### config.mk
export PLATFORM = sky130hd
export DESIGN_NAME = ir_carrier_gen
export DESIGN_NICKNAME = d
export VERILOG_FILES = /design/src/rtl/ir_carrier_gen.sv
export SDC_FILE = /design/constraint.sdc
export NUM_CORES = 1
export LEC_CHECK = 0
export CAP_MARGIN = 25
export CORE_ASPECT_RATIO = 1.2
export CORE_UTILIZATION = 25
export DETAILED_ROUTE_END_ITERATION = 10
export SLEW_MARGIN = 20
export SYNTH_ARGS = -nofsm -noshare
export SYNTH_HDL_FRONTEND = slang
export SYNTH_SLANG_ARGS = --single-unit
export TNS_END_PERCENT = 1
### constraint.sdc
create_clock -name clk -period 2.1 [get_ports clk]
set_input_delay 0.315 -clock clk [delete_from_list [all_inputs] [get_ports clk]]
set_output_delay 0.315 -clock clk [all_outputs]
set_load 0.005 [all_outputs]
### src/rtl/ir_carrier_gen.sv
module ir_carrier_gen #(
  parameter int W  = 8,
  parameter int PW = 7
) (
  input  logic       clk,
  input  logic       rst_n,
  input  logic       wr_en,
  input  logic [2:0] wr_addr,
  input  logic [7:0] wr_data,
  output logic       carrier_out,
  output logic       tmr_irq,
  output logic       period_irq
);
  logic [7:0]    mode_q, ctl_q;
  logic [W-1:0]  cmp0_q, cmp1_q, per_q, cnt_q, pcnt_q;
  logic [PW-1:0] pre_q;
  logic          sel_q, pend_q, nrz_q, tirq_q, pirq_q;

  wire run     = mode_q[7];
  wire out_en  = mode_q[0];
  wire idle    = mode_q[1];
  wire cmode   = mode_q[2];
  wire nrz_buf = ctl_q[0];
  wire rmt_en  = ctl_q[1];

  wire [PW-1:0] mask   = ~({PW{1'b1}} << mode_q[5:3]);
  wire          tick   = run && ((pre_q & mask) == mask);
  wire [W-1:0]  active = sel_q ? cmp1_q : cmp0_q;
  wire          hit    = tick && (cnt_q == active);
  wire          phit   = tick && (pcnt_q == per_q);
  wire          xfer   = tick && pend_q;
  wire          gate   = run && out_en && cmode && rmt_en && nrz_q;

  always_ff @(posedge clk or negedge rst_n) begin
    if (!rst_n) begin
      mode_q <= '0;
      ctl_q  <= '0;
      cmp0_q <= '0;
      cmp1_q <= '0;
      per_q  <= '0;
    end else if (wr_en) begin
      case (wr_addr)
        3'd0: mode_q <= wr_data;
        3'd1: cmp0_q <= W'(wr_data);
        3'd2: cmp1_q <= W'(wr_data);
        3'd3: ctl_q  <= wr_data;
        3'd4: per_q  <= W'(wr_data);
        default: ;
      endcase
    end
  end

  always_ff @(posedge clk or negedge rst_n) begin
    if (!rst_n) begin
      pre_q  <= '0;
      cnt_q  <= '0;
      pcnt_q <= '0;
      sel_q  <= 1'b0;
      pend_q <= 1'b0;
      tirq_q <= 1'b0;
      pirq_q <= 1'b0;
    end else if (!run) begin
      pre_q  <= '0;
      cnt_q  <= '0;
      pcnt_q <= '0;
      sel_q  <= 1'b0;
      pend_q <= 1'b0;
      tirq_q <= 1'b0;
      pirq_q <= 1'b0;
    end else begin
      pre_q  <= pre_q + 1'b1;
      tirq_q <= hit;
      pirq_q <= xfer;
      pend_q <= phit | (pend_q & ~tick);
      if (tick) begin
        cnt_q  <= hit  ? '0 : cnt_q + 1'b1;
        pcnt_q <= phit ? '0 : pcnt_q + 1'b1;
        sel_q  <= sel_q ^ hit;
      end
    end
  end

  always_ff @(posedge clk or negedge rst_n) begin
    if (!rst_n) nrz_q <= 1'b0;
    else if (xfer) nrz_q <= nrz_buf;
  end

  assign carrier_out = gate ? (idle ^ sel_q) : idle;
  assign tmr_irq     = tirq_q;
  assign period_irq  = pirq_q;


  stop_clears_chk: assert property (@(posedge clk) disable iff (!rst_n)
    !run |=> (cnt_q == '0 && !sel_q && !pend_q && pcnt_q == '0));


  start_cmp0_chk: assert property (@(posedge clk) disable iff (!rst_n)
    $rose(run) |-> (!sel_q && cnt_q == '0));


  match_swap_chk: assert property (@(posedge clk) disable iff (!rst_n)
    tmr_irq |-> (cnt_q == '0 && sel_q != $past(sel_q)));


  nrz_load_chk: assert property (@(posedge clk) disable iff (!rst_n)
    period_irq |-> (nrz_q == $past(nrz_buf)));


  gate_idle_chk: assert property (@(posedge clk) disable iff (!rst_n)
    !nrz_q |-> (carrier_out == idle));
endmodule

======== Yosys cells after proc, flatten, opt, wreduce, memory -nomap -nowiden ========
Index checks and enable logic that the tools add are counted.
word-level totals
  bits in registers ....................... 62
  input port bits ......................... 14
  output and inout bits ................... 3
  word-level logic and storage cells ...... 60
operators by class
  add/sub/neg operators ................... 3
  equality and inequality tests ........... 8
  shift operators ......................... 1
  mux-type cells .......................... 14
  bitwise gates (word level) .............. 7
  reduce and logical (&&, ||, !) cells .... 14
operators with widths
  operator             count
  $mux 8               7
  $add 8x1->8 const B  2
  $eq 8x8->1           2
  $reduce_and 2->1     5
  $logic_and 1x1->1    8
  $add 7x1->7 const B  1
  $and 7x7->7          1
  $eq 7x7->1           1
  $mux 7               1
  $not 7->7            1
  $shl 7x3->7 const A  1
  $eq 3x2->1 const B   2
  $mux 1               6
  $eq 3x1->1 const B   1
  $eq 3x3->1 const B   1
  $logic_not 3->1      1
  $ne 2x1->1 const B   1
  $xor 1x1->1          2
  $and 1x1->1          1
  $not 1->1            1
  $or 1x1->1           1

======== Logic depth before layout (Yosys ltp) ========
  depth in word-level cells ............... 9
  depth in mapped cells ................... 7
  depth with buffers taken out ............ 6

======== Least setup slack after synthesis ========
No wires, ideal clock.
  path kind ............................... register -> register
  start ................................... register pcnt_q[2]
  end ..................................... register pcnt_q[7]
  setup time .............................. 0.136 ns
  arrival ................................. 1.767 ns
  required time ........................... 1.964 ns
  setup slack ............................. 0.197 ns
  cell stages (with the launch flop) ...... 6
  path buffers ............................ 0
  period minus slack after synthesis ...... 1.903 ns
  path through ............................ dfrtp_1 -> xor2_1 -> nor4_1 -> nand2_1 -> nand4b_1 -> a21oi_1
on the way
  word-level cells in the longest chain between the ends .. 5
  elaborated cells between the ends (all ways) .. 6
  classes of those cells .................. add/sub (1); eq/ne (1); mux (3); reduce/logical (1)
RTL lines
  element                                                              line  source
  start, declared                                                      15    logic [W-1:0] cmp0_q, cmp1_q, per_q, cnt_q, pcnt_q;
  start signal, assigned                                               77    pcnt_q <= phit ? '0 : pcnt_q + 1'b1;
  parallel branches: the longest is 2 deep, another holds $add 8x1->8  n/a
  $mux 8 *                                                             77
  $mux 8 *                                                             75    if (tick) begin
  $mux 8 *                                                             62    end else if (!run) begin
Every way passes the cells marked *. The select of a mux whose other input is x is not followed.
A chain may end at the register's enable or synchronous reset.

======== Final worst setup path ========
  start ................................... register sel_q
  end ..................................... register cnt_q[7]
on the way
  word-level cells in the longest chain between the ends .. 6
RTL lines
  element                 line  source
  start, declared         17    logic sel_q, pend_q, nrz_q, tirq_q, pirq_q;
  start signal, assigned  78    sel_q <= sel_q ^ hit;
  $mux 8                  28    wire [W-1:0] active = sel_q ? cmp1_q : cmp0_q;
  $eq 8x8->1              29    wire hit = tick && (cnt_q == active);
  $logic_and 1x1->1       29
  $mux 8                  76    cnt_q <= hit ? '0 : cnt_q + 1'b1;
  $mux 8                  75
  $mux 8                  62
  end signal, assigned    76
  end, declared           15
Every way passes these cells. The select of a mux whose other input is x is not followed.

==> reports/metrics.csv <==
metric,value,unit
async_flop_share,100,%
p_comb_share,18.8,%
diodes,0,
critical_path_buf_inv_count,1,
internal-power,0.00263,W
status,"complete, no violations",
slew_headroom,61.2,%
drc,0,
ys.flop_type,dfrtp_1,
multiInputGateArea,1500,um^2
use_met3,2.43,%
cp-start-kind,register,
rows,44,
fin_skew,0.00478,ns
yosysUniqueCellTypes,41,
cp_top_family,simple AND/OR/NAND/NOR gates,
cts.clk_slew.worst_paths,0.05,ns
cts_buffers,9,
drt_iter0_drc,170,
crit_arrival,2.18,ns
cp_slowest_cell,nor4_4,
r2r_cells,6,
syn_area,3080,um^2
clockPowerShare,40.5,%
fin_crit,1.98,ns
die_area,12800,um^2
routedWlPerCell,14.2,um
io_pins,17,
p_leak,1.63,nW
worstHoldPathType,register to register,
min_to,nrz_q$_DFFE_PN0P_,
dp_hpwl,4.86,mm
cap_viol_max_count,0,
final-hold-violation-count,0,
cp.depth,6,
ys_warn_count,0,
switching_share,27.5,%
finalWirelength,6.72,mm
fill_cells,1216,
post-cts-setup-buffers,0,
synth_area_per_cell,11.4,um^2
powerDensity,937,nW/um^2
cts.sinks,61,
tns,0,ns
clk_latency,0.33,ns
max_freq,505,MHz
die_y,124,um
crit_fanout,8,
tightest_slew,0.582,ns
drive_gt1_share,24.9,%
cts_tree,done,
r2r_end,cnt_q[7]$_DFFE_PN0P_,
maxSlewViolCount,0,
p_switching,0.000995,W
grt_max_degree,34,
criticalPathCategory,register to register,
worst_ep_required_time,2.30,ns
cts_max_level,3,
synth_edf_count,0,
start_util,25.5,%
antenna_left,0,
fp.dieW,103,um
finalSetupViolCount,0,
top_usage_layer,met2,
ctsLongestPathBuffers,2,
dr.pass1.iters,5,
layout.cells.non_filler,474,
synthesis.nets,287,
post-route-period-util,94.3,%
gp_congestion,0.804,
grt_overflow,0,
area_growth,25.6,%
num_vias,2229,
antenna_found_initial,0,
core,12100,um^2
use_met2,18.9,%
grt_use_met1,15.0,%
seq_power_share,40.7,%
r2r-start,sel_q$_DFFE_PN0P_,
track_usage,11.8,%
via_per_inst,4.70,
cts.root.buffer_cell,clkbuf_16,
hp-start,ctl_q[0]$_DFFE_PN0P_,
rsz0062_at_grt,false,
ff_latch_area,1530,um^2
synth_seq_cells,61,
min_path_cells,1,
end_kind,register,
grt_pass1_wl,11.2,mm
grt_pass1_vias,2163,
io_buffers,16,
synth_cells,270,
slowest_delay,0.44,ns
synth_seq_area_share,49.6,%
cp_cell_sequence,"buf_6, mux2i_1, xnor2_1, nor4_4, nand2_2, a311o_1",
reg2reg_slack,0.12,ns
ir_drop,0.524,mV
fin_nets,325,
dp.cells,457,
## how the worst max path moves through the flow
stage                          startpoint               endpoint  slack (ns)
finish                  sel_q$_DFFE_PN0P_   cnt_q[7]$_DFFE_PN0P_        0.12
global placement        sel_q$_DFFE_PN0P_   cnt_q[7]$_DFFE_PN0P_        0.17
global route            sel_q$_DFFE_PN0P_   cnt_q[7]$_DFFE_PN0P_        0.01
CTS                     sel_q$_DFFE_PN0P_            carrier_out       0.004
detailed placement      sel_q$_DFFE_PN0P_   cnt_q[7]$_DFFE_PN0P_        0.11
floorplan           pcnt_q[2]$_DFFE_PN0P_  pcnt_q[7]$_DFFE_PN0P_        0.20
## worst reg2reg max path, stage by stage (launching register included)
cell,delay [ns]
dfrtp_1,0.36
buf_6,0.15
mux2i_1,0.23
xnor2_1,0.12
nor4_4,0.44
nand2_2,0.19
a311o_1,0.36
## state kept, by name (all words and copies together), names as in the netlist
| signal | cells |
|---|---|
| cmp0_q | 8 |
| cmp1_q | 8 |
| cnt_q | 8 |
| ctl_q | 2 |
| mode_q | 7 |
| nrz_q | 1 |
| pcnt_q | 8 |
| pend_q | 1 |
| per_q | 8 |
| period_irq | 1 |
| pre_q | 7 |
| sel_q | 1 |
| tmr_irq | 1 |
## metal layers
layer  share of wire [%]  vias to the layer above  wire, um
met1                  45                     1113      3020
met3                 2.9                        9       193
met5                   0                        -         0
li1                    -                     1060         -
met2                  50                       47      3380
met4                 1.9                        0       125
## power groups by stage
stage               Combinational [W]  Sequential [W]  Clock, W
floorplan                    0.000449         0.00145         0
global route                 0.000751         0.00150   0.00156
global placement             0.000672         0.00149         0
detailed placement           0.000683         0.00150         0
CTS                          0.000689         0.00147   0.00150
finish                       0.000679         0.00147   0.00147
## timing repair
action | 4_1_cts | 5_1_grt
cloned | 0 | 0
hold endpoints to repair | 16 | 0
gates resized for setup | 1 | 1
setup endpoints to repair | 1 | 1
hold buffers | 1 | 0
## cell usage after synthesis (all sizes together), types with 4 or more instances
master,count,area (um^2)
a211o,4,40.0
a21oi,20,100
and2,4,25.0
and3,10,62.6
clkbuf,7,26.3
dfrtp,61,1530
mux2,33,372
mux2i,9,90.1
nand2,17,66.3
nand2b,4,25.0
nand3,12,60.1
nand4,4,25.0
nand4b,5,43.8
nor2,10,37.5
nor2b,4,25.0
nor3,4,20.0
nor4,6,67.6
o21ai,7,35.0
xnor2,9,78.8
xor2,13,114
## final cells by class
cell class / instances / share of cell area, %
inverters: 2 / 0.194
flip-flops and latches: 61 / 39.5
repair buffers: 36 / 8.45
well taps: 161 / 5.21
multi-input cells: 198 / 38.8
clock buffers: 10 / 6.19
clock inverters: 6 / 1.62
## cell usage in the layout, fill, tap and decap left out, types with 10 or more instances in the layout
cell type        count
xor2_1              13
a21oi_1             20
and3_1              10
nand2_1             16
dfrtp_1             61
nor2_1              10
clkdlybuf4s50_1     14
buf_4               17
mux2_2              33
nand3_1             12
## kinds of logic after synthesis
| kind of cell | Yosys count | synth area share (%) |
|---|---|---|
| flops | 61 | 49.6 |
| buf+inv | 11 | 1.59 |
| simple gates | 87 | 17.0 |
| fa+ha+maj | 3 | 1.22 |
| xor+xnor | 22 | 6.27 |
| compound gates | 44 | 9.28 |
| mux | 42 | 15.0 |
## stage by stage
step | power (W) | setup slack (ns) | area [um^2] | util (%) | hold slack [ns]
5_1_grt | 0.00381 | 0.0118 | 3860 | 32.0 | 0.515
6_report | 0.00362 | 0.120 | 3860 | 32.0 | 0.501
3_3_place_gp | 0.00217 | 0.169 | 3550 | 29.4 | 0.348
4_1_cts | 0.00367 | 0.00359 | 3860 | 32.0 | 0.503
2_1_floorplan | 0.00190 | 0.197 | 3080 | - | 0.0194
3_5_place_dp | 0.00218 | 0.113 | 3550 | 29.4 | 0.346
Note: power is estimated with default switching activity, not from simulation.
